`config.mk`:
```
export PLATFORM = sky130hd
export DESIGN_NAME = sar_adc_seq
export DESIGN_NICKNAME = d
export VERILOG_FILES = /design/src/rtl/sar_pkg.sv /design/src/rtl/sar_tick_gen.sv /design/src/rtl/sar_core.sv /design/src/rtl/sar_pack.sv /design/src/rtl/sar_adc_seq.sv
export SDC_FILE = /design/constraint.sdc
export NUM_CORES = 1
export LEC_CHECK = 0
export BUFFER_PORTS_ARGS = -buffer_cell sky130_fd_sc_hd__buf_2
export CAP_MARGIN = 5
export CORE_MARGIN = 2
export CORE_UTILIZATION = 45
export CTS_BUF_LIST = sky130_fd_sc_hd__clkbuf_4
export CTS_CLUSTER_SIZE = 14
export DETAILED_ROUTE_END_ITERATION = 7
export PLACE_DENSITY = 0.67
export SYNTH_ARGS = -nofsm -noshare
export SYNTH_HDL_FRONTEND = slang
export SYNTH_SLANG_ARGS = --single-unit
```
`constraint.sdc`:
```
create_clock -name clk -period 2.23 [get_ports clk]
set_input_delay 0 -clock clk [delete_from_list [all_inputs] [get_ports clk]]
set_output_delay 0 -clock clk [all_outputs]
set_load 0.01 [all_outputs]
```
`src/rtl/sar_pkg.sv`:
```
package sar_pkg;

    typedef enum logic [1:0] {
        PH_IDLE  = 2'd0,
        PH_SETUP = 2'd1,
        PH_BITS  = 2'd2
    } sar_phase_e;

    localparam logic [1:0] CKSEL_DIV_A = 2'b00;
    localparam logic [1:0] CKSEL_DIV_B = 2'b01;
    localparam logic [1:0] CKSEL_DIV_C = 2'b10;
    localparam logic [1:0] CKSEL_RC    = 2'b11;

endpackage

```
`src/rtl/sar_tick_gen.sv`:
```
module sar_tick_gen #(
    parameter int DIV_A = 2,
    parameter int DIV_B = 8,
    parameter int DIV_C = 32
) (
    input  logic       clk,
    input  logic       rst_n,
    input  logic       run,
    input  logic [1:0] clksel,
    input  logic       rc_tick,
    output logic       tick
);
    import sar_pkg::*;

    localparam int MAX_AB = (DIV_A > DIV_B) ? DIV_A : DIV_B;
    localparam int MAX_D  = (MAX_AB > DIV_C) ? MAX_AB : DIV_C;
    localparam int CNT_W  = (MAX_D > 2) ? $clog2(MAX_D) : 1;

    logic [CNT_W-1:0] cnt_d, cnt_q;
    logic [CNT_W-1:0] lim;
    logic             use_rc;

    always_comb begin
        use_rc = (clksel == CKSEL_RC);
        case (clksel)
            CKSEL_DIV_A: lim = CNT_W'(DIV_A - 1);
            CKSEL_DIV_B: lim = CNT_W'(DIV_B - 1);
            default:     lim = CNT_W'(DIV_C - 1);
        endcase
        if (use_rc) begin
            tick = run & rc_tick;
        end else begin
            tick = run & (cnt_q == lim);
        end
        if (!run || use_rc || tick) begin
            cnt_d = '0;
        end else begin
            cnt_d = cnt_q + CNT_W'(1);
        end
    end

    always_ff @(posedge clk or negedge rst_n) begin
        if (!rst_n) begin
            cnt_q <= '0;
        end else begin
            cnt_q <= cnt_d;
        end
    end

endmodule

```
`src/rtl/sar_core.sv`:
```
module sar_core #(
    parameter int RES_W = 10,
    parameter int CH_W  = 3
) (
    input  logic             clk,
    input  logic             rst_n,
    input  logic             enable,
    input  logic             start_wr,
    input  logic [CH_W-1:0]  chan_sel,
    input  logic             tick,
    input  logic             cmp_in,
    input  logic             irq_clr,
    output logic             busy,
    output logic [CH_W-1:0]  mux_sel,
    output logic [RES_W-1:0] dac_code,
    output logic [RES_W-1:0] result,
    output logic             done,
    output logic             irq_flag
);
    import sar_pkg::*;

    localparam int IDX_W = $clog2(RES_W);

    typedef struct packed {
        sar_phase_e       phase;
        logic [IDX_W-1:0] idx;
        logic [RES_W-1:0] trial;
        logic [RES_W-1:0] result;
        logic [CH_W-1:0]  mux;
        logic             irq;
        logic             done;
    } core_st_t;

    localparam core_st_t ST_RST = '{phase: PH_IDLE, default: '0};

    core_st_t         st_d, st_q;
    logic [RES_W-1:0] kept;

    always_comb begin
        st_d      = st_q;
        st_d.done = 1'b0;
        kept      = st_q.trial;
        if (!cmp_in) begin
            kept[st_q.idx] = 1'b0;
        end

        if (!enable) begin
            st_d.phase = PH_IDLE;
        end else begin
            case (st_q.phase)
                PH_IDLE: begin
                    if (start_wr) begin
                        st_d.phase = PH_SETUP;
                        st_d.mux   = chan_sel;
                        st_d.trial = '0;
                    end
                end
                PH_SETUP: begin
                    if (tick) begin
                        st_d.trial            = '0;
                        st_d.trial[RES_W-1]   = 1'b1;
                        st_d.idx              = IDX_W'(RES_W - 1);
                        st_d.phase            = PH_BITS;
                    end
                end
                PH_BITS: begin
                    if (tick) begin
                        if (st_q.idx == '0) begin
                            st_d.trial  = kept;
                            st_d.result = kept;
                            st_d.phase  = PH_IDLE;
                            st_d.done   = 1'b1;
                        end else begin
                            st_d.trial                         = kept;
                            st_d.trial[st_q.idx - IDX_W'(1)]   = 1'b1;
                            st_d.idx                           = st_q.idx - IDX_W'(1);
                        end
                    end
                end
                default: st_d.phase = PH_IDLE;
            endcase
        end

        st_d.irq = (st_q.irq & ~irq_clr) | st_d.done;
    end

    always_ff @(posedge clk or negedge rst_n) begin
        if (!rst_n) begin
            st_q <= ST_RST;
        end else begin
            st_q <= st_d;
        end
    end

    assign busy     = (st_q.phase != PH_IDLE);
    assign mux_sel  = st_q.mux;
    assign dac_code = st_q.trial;
    assign result   = st_q.result;
    assign done     = st_q.done;
    assign irq_flag = st_q.irq;

endmodule

```
`src/rtl/sar_pack.sv`:
```
module sar_pack #(
    parameter int RES_W  = 10,
    parameter int BYTE_W = 8
) (
    input  logic [RES_W-1:0]  result,
    input  logic              right_just,
    output logic [BYTE_W-1:0] res_hi,
    output logic [BYTE_W-1:0] res_lo
);
    localparam int PAD = 2 * BYTE_W - RES_W;

    logic [2*BYTE_W-1:0] word;

    always_comb begin
        if (right_just) begin
            word = {{PAD{1'b0}}, result};
        end else begin
            word = {result, {PAD{1'b0}}};
        end
        res_hi = word[2*BYTE_W-1:BYTE_W];
        res_lo = word[BYTE_W-1:0];
    end

endmodule

```
`src/rtl/sar_adc_seq.sv`:
```
module sar_adc_seq #(
    parameter int RES_W  = 10,
    parameter int CH_W   = 3,
    parameter int BYTE_W = 8,
    parameter int DIV_A  = 2,
    parameter int DIV_B  = 8,
    parameter int DIV_C  = 32
) (
    input  logic              clk,
    input  logic              rst_n,
    input  logic              enable,
    input  logic              start_wr,
    input  logic [CH_W-1:0]   chan_sel,
    input  logic [1:0]        clksel,
    input  logic              rc_tick,
    input  logic              right_just,
    input  logic              irq_clr,
    input  logic              cmp_in,
    output logic              busy,
    output logic [CH_W-1:0]   mux_sel,
    output logic [RES_W-1:0]  dac_code,
    output logic [BYTE_W-1:0] res_hi,
    output logic [BYTE_W-1:0] res_lo,
    output logic              done,
    output logic              irq_flag
);
    logic             tick;
    logic [RES_W-1:0] result;

    sar_tick_gen #(
        .DIV_A (DIV_A),
        .DIV_B (DIV_B),
        .DIV_C (DIV_C)
    ) i_tick (
        .clk     (clk),
        .rst_n   (rst_n),
        .run     (busy),
        .clksel  (clksel),
        .rc_tick (rc_tick),
        .tick    (tick)
    );

    sar_core #(
        .RES_W (RES_W),
        .CH_W  (CH_W)
    ) i_core (
        .clk      (clk),
        .rst_n    (rst_n),
        .enable   (enable),
        .start_wr (start_wr),
        .chan_sel (chan_sel),
        .tick     (tick),
        .cmp_in   (cmp_in),
        .irq_clr  (irq_clr),
        .busy     (busy),
        .mux_sel  (mux_sel),
        .dac_code (dac_code),
        .result   (result),
        .done     (done),
        .irq_flag (irq_flag)
    );

    sar_pack #(
        .RES_W  (RES_W),
        .BYTE_W (BYTE_W)
    ) i_pack (
        .result     (result),
        .right_just (right_just),
        .res_hi     (res_hi),
        .res_lo     (res_lo)
    );

endmodule

```
# [Word-level counts from Yosys, hierarchy flattened]
# Index checks and enable logic that the tools add are counted.
[totals] reg_bits=36 inputBits=13 output_inout_bits=32 wordCells=76
[op_classes] addsub=2 order_cmp=4 eq_ne=13 mux=25 n_bitwise=8 reduce_logical=16
[ops] cell="10-bit two-way mux" n=4
[ops] cell="16-bit two-way mux" n=2
[ops] cell="10-bit one-hot mux with 3 select lines" n=1
[ops] cell="26-bit two-way mux" n=1
[ops] cell="10-bit bitwise AND" n=1
[ops] cell="4-bit by 5-bit < comparator with 1-bit output, second input constant" n=2
[ops] cell="10-bit inverter" n=1
[ops] cell="10-bit bitwise OR" n=1
[ops] cell="5-bit one-hot mux with 2 select lines" n=1
[ops] cell="5-bit AND reduction" n=2
[ops] cell="3-bit by 2-bit inequality test with 1-bit output, second input constant" n=3
[ops] cell="1-bit demux with 4-bit select" n=2
[ops] cell="4-bit by 1-bit greater-or-equal comparator with 1-bit output, second input constant" n=2
[ops] cell="4-bit one-hot mux with 2 select lines" n=1
[ops] cell="4-bit AND reduction" n=2
[ops] cell="1-bit two-way mux" n=7
[ops] cell="2-bit two-way mux" n=3
[ops] cell="2-bit one-hot mux with 3 select lines" n=1
[ops] cell="5-bit by 1-bit adder with 5-bit output, second input constant" n=1
[ops] cell="5-bit == test" n=1
[ops] cell="5-bit two-way mux" n=1
[ops] cell="2-bit by 1-bit == test with 1-bit output, second input constant" n=2
[ops] cell="2-bit == test, second input constant" n=2
[ops] cell="2-bit zero test" n=2
[ops] cell="15 further kinds" n=22

# [Longest topological paths before layout]
[depth] word_depth=12 mapped_depth=9 depth_no_buf=7

# [Modules after synthesis]
# A second synthesis with hierarchy kept.
[hier_totals] cells_unflattened=264 area_unflattened_um2=2416.1
[modules_own_cells] module="sar_core" n_inst=1 cells_per_inst=216 area_each_um2=1966.9 seq_area_each_um2=775.7
[modules_own_cells] module="sar_tick_gen" n_inst=1 cells_per_inst=30 area_each_um2=291.5 seq_area_each_um2=125.1
[modules_own_cells] module="sar_pack" n_inst=1 cells_per_inst=18 area_each_um2=157.7 seq_area_each_um2=0.0

# [Worst setup path before layout]
# No wires, ideal clock.
[synth_timing] path_type="register -> register" from="register i_core.st_q[29] (netlist bit)" to="register i_core.st_q, in the netlist i_core.result[1]" setup_ns=0.127 arrival_ns=1.882 required_ns=2.103 path_slack_ns=0.220 path_stages_with_launch=9 path_buffers=1 period_less_slack_ns=2.010 cell_sequence="dfrtp_1 > inv_1 > ha_1 > inv_2 > o2111ai_1 > o22ai_2 > and4_4 > buf_6 > mux2_1"
[synth_between] elab_chain_cells=4 word_cells_on_any_way=6 classes_between="eq/ne (1); mux (1); bitwise (2); reduce/logical (2)"
[synth_rtl] element="start: declaration" line="sar_core.sv:36" source="core_st_t st_d, st_q;"
[synth_rtl] element="start signal: assignment" line="sar_core.sv:91" source="st_q <= st_d;"
[synth_rtl] element="2-bit nonzero test (*)" line="sar_core.sv:95" source="assign busy = (st_q.phase != PH_IDLE);"
[synth_rtl] element="named net busy" line="sar_adc_seq.sv:19" source="output logic busy,"
[synth_rtl] element="1-bit bitwise AND (on tied branches)" line="sar_tick_gen.sv:33, sar_tick_gen.sv:31"
[synth_rtl] element="1-bit two-way mux (*)" line="sar_tick_gen.sv:30" source="if (use_rc) begin"
[synth_rtl] element="4-bit AND reduction (no line) (*)"
# The timed path passes the listed nets; every way through them passes the cells marked *.
# A chain may end at the register's enable or synchronous reset.

# [Worst setup path in the final report]
[layout_timing] from="register i_core.st_q[29] (netlist bit)" to="register i_core.st_q, in the netlist i_core.dac_code[9]"
[layout_between] elab_chain_cells=5 word_cells_on_any_way=13 classes_between="eq/ne (5); mux (2); bitwise (2); reduce/logical (4)"
[layout_rtl] element="2-bit nonzero test" line="sar_core.sv:95"
[layout_rtl] element="1-bit bitwise AND (on tied branches)" line="sar_tick_gen.sv:33, sar_tick_gen.sv:31"
[layout_rtl] element="1-bit two-way mux" line="sar_tick_gen.sv:30"
[layout_rtl] element="2-bit by 1-bit inequality test with 1-bit output (no line)"
[layout_rtl] element="5-bit AND reduction (no line)"
# Several ways; a longest one is shown, not always the timed one.

==> reports/qor.yml <==
run_status:
  status: "finished, final reports clean"
cts:
  numCtsBuffers: 5
  ctsLongestPathBuffers: 2
  cts_sinks: 36
  clk-insertion-delay-late_ps: 350
  cts-root-buf: "clkbuf_4"
  h-tree-depth: 2
  cts-resized-gates: 0
  cts_tree: "built"
  path_clk_slew_ps: 120
placement:
  gp_congestion: 0.8672
  place_area_um2: 2454
  io_buffer_count: 44
  dpl.hpwl_mm: 3.696
  place_inst: 321
synthesis:
  synth.distinct_cells: 55
  yosysTopAreaCellShare_pct: 40.09
  synth_area_um2: 2247
  syn_inst: 226
  synthArstFlopShare_pct: 100.0
  synth_flop_cell: "dfrtp_1"
  ys_ff_latch: 36
  syn-num-nets: 249
  synth-edff-count: 0
  synth-seq-area-share_pct: 40.09
  synth_largest_area_cell: "dfrtp_1"
  synthTopCellsByArea: "dfrtp_1 (40%), ha_1 (5.6%), buf_4 (4.3%)"
  avgSynthCellArea_um2: 9.943
  yosys_warnings: 0
critical_path:
  crit_start: "i_core.st_q[29]$_DFFE_PN0P_"
  reg2reg_from: "i_core.st_q[29]$_DFFE_PN0P_"
  critPathRequiredTime_ps: 2500
  crit_path_top_delay_cell: "dfrtp_1"
  cp-end-kind: "flip-flop"
  cp-start-kind: "flip-flop"
  critPathKind: "reg -> reg"
  cp_max_fo: 7
  critical_path.max_stage_delay_ps: 390
  worst_r2r_path_depth: 7
  crit_chain: "inv_1 > ha_1 > or2_1 > and3_1 > o21a_1 > or2_0 > o31ai_2"
  timing.rr.end: "i_core.dac_code[9]$_DFFE_PN0P_"
  ff2ff_setup_slack_ps: 180
  cp.arrival_ps: 2320
timing:
  worstMarginPinSlew_ps: 831.1
  min_period_ps: 2052
  finalMaxSlewViolations: 0
  clock_skew_ps: 6.168
  setup_violations: 0
  timing.fmax_mhz: 487.4
  fin_setup_tns_ps: 0
  rsz0062_at_grt: "false"
  finalCritPeriodShare_pct: 92.00
  final_hold_viol_count: 0
  relSlewSlack_pct: 44.59
global_route:
  gr-total-overflow: 0
  antenna_found_initial: 0
  grt_pass1_wl_mm: 8.411
  grt_pass1_vias: 1730
  grtUsageTotal_pct: 19.95
  grt_max_degree: 37
floorplanning:
  ios: 45
  dieArea_um2: 5575
  chipHeight_um: 74.67
  rows: 25
  core-area_um2: 4755
  start_util_pct: 47.26
  die_w_um: 74.67
finish:
  layout-drive-gt1-share_pct: 27.61
  final_cells: 335
  final_util_pct: 54.55
  fin_area_um2: 2594
  mostFrequentLayoutCells: "buf_2 (44), dfrtp_1 (36), inv_1 (11), nand2_1 (11), ha_1 (10)"
  fin_nets: 290
  area_growth_syn_to_layout_pct: 15.42
  antenna-diode-count: 0
  mostFrequentLayoutCell: "buf_2"
drt:
  drtIter0Drc: 118
  wirelength_mm: 4.955
  antenna_left: 0
  vias: 1850
  viasPerCell: 5.522
  drc_errors: 0
  routedWlPerCell_um: 14.79
  firstDrtPassIters: 4
pwr:
  power_w: 0.001841
  max-vdd-ir-drop_v: 0.0004484
  p_leak_nw: 1.237
  power_density_nw_per_um2: 709.7
worst_hold_path:
  min_delay_worst_endpoint: "i_core.st_q[30]$_DFFE_PN0P_"
  hold_start: "enable"
  hold_depth: 3
  hp-class: "in -> reg"
job:
  max_cap_violations: 0
==> metrics by stage <==
step / hold WS (ps) / worst slack, ps
final: 21.12 / 178.5
after CTS: 23.06 / 177.4
after detailed placement: 137.8 / 200.9
after floorplan: -295.6 / 220.4
after global routing: 25.58 / 25.39
after global placement: 133.0 / 269.0
==> synthesized netlist by cell type, types with 3 or more instances <==
library cell  number
a21oi_1            7
mux2i_1            3
o2bb2ai_1          7
nand4_1            4
o2111ai_1          3
buf_4             13
ha_1              10
nand2_1           11
clkbuf_1           6
buf_2              3
and3_1             3
o211ai_1           5
mux2_1             8
inv_1             11
o21ai_0            9
mux2_2             6
nor2_1             9
nand3_1            8
a21boi_0           3
o21ai_1            4
dfrtp_1           36
and2_1             7
nor2b_1            9
==> worst max path at each step <==
| stage | to | slack [ps] | depth (start not counted) |
|---|---|---|---|
| after floorplan | i_core.result[1]$_DFFE_PN0P_ | 220 | 8 |
| after global placement | i_core.dac_code[9]$_DFFE_PN0P_ | 270 | 7 |
| after detailed placement | i_core.dac_code[9]$_DFFE_PN0P_ | 200 | 7 |
| after CTS | i_core.dac_code[9]$_DFFE_PN0P_ | 180 | 7 |
| after global routing | i_core.dac_code[9]$_DFFE_PN0P_ | 30 | 7 |
| final | i_core.dac_code[9]$_DFFE_PN0P_ | 180 | 7 |
==> repair_timing <==
| item | 4_1_cts | 5_1_grt |
|---|---|---|
| hold buffers | 6 | 0 |
| setup buffers | 0 | 0 |
| hold endpoints to repair | 41 | 0 |
==> metal layers <==
metal / wire length (µm) / part of all wire (%) / track usage (%) / up-vias
li1: - / - / - / 892
met1: 2243 / 45 / 27.08 / 886
met2: 2373 / 48 / 33.14 / 65
met3: 269 / 5.4 / 4.418 / 7
met4: 68 / 1.4 / 4.167 / 0
met5: 0 / 0 / 0 / -
==> flip-flops by register name, summed over array words and instances (netlist names) <==
signal / count
i_core.dac_code: 10
i_core.result: 10
i_core.st_q: 6
i_tick.cnt_q: 5
i_core.mux_sel: 3
i_core.done: 1
i_core.irq_flag: 1
==> cells by family (layout without fill, tap and decap cells) <==
group,after synthesis,count (layout),share of synthesized area [%]
and+or+nand+nor,63,63,15.31
AOI/OAI and AO/OA,61,61,20.49
DFF,36,36,40.09
buffers and inverters,36,78,9.019
muxes,17,17,8.352
adders and majority gates,10,10,5.568
xor gates and xnor gates,3,3,1.169
==> final cells by class <==
| cell class | count | area, µm² |
|---|---|---|
| timing repair buffer | 58 | 340.3 |
| clock inverter | 3 | 42.54 |
| tap | 67 | 83.83 |
| inverter | 12 | 45.04 |
| multi-input combinational | 154 | 1144 |
| fill | 460 | 2161 |
| sequential | 36 | 900.9 |
| clock buffer | 5 | 37.54 |
==> critical path: cells and delay by family (launching register included) <==
kind	cells	cell delay, ps
compound gates	2	400
flops	1	390
simple gates	3	870
buf+inv	1	80
fa+ha+maj	1	230
==> report_power, final <==
| part | switching (W) | total, W | internal (W) |
|---|---|---|---|
| Clock | 0.000237 | 0.000470 | 0.000234 |
| Sequential | 0.0000593 | 0.000769 | 0.000710 |
| Combinational | 0.000353 | 0.000601 | 0.000248 |
Note: power is estimated with default switching activity, not from simulation.
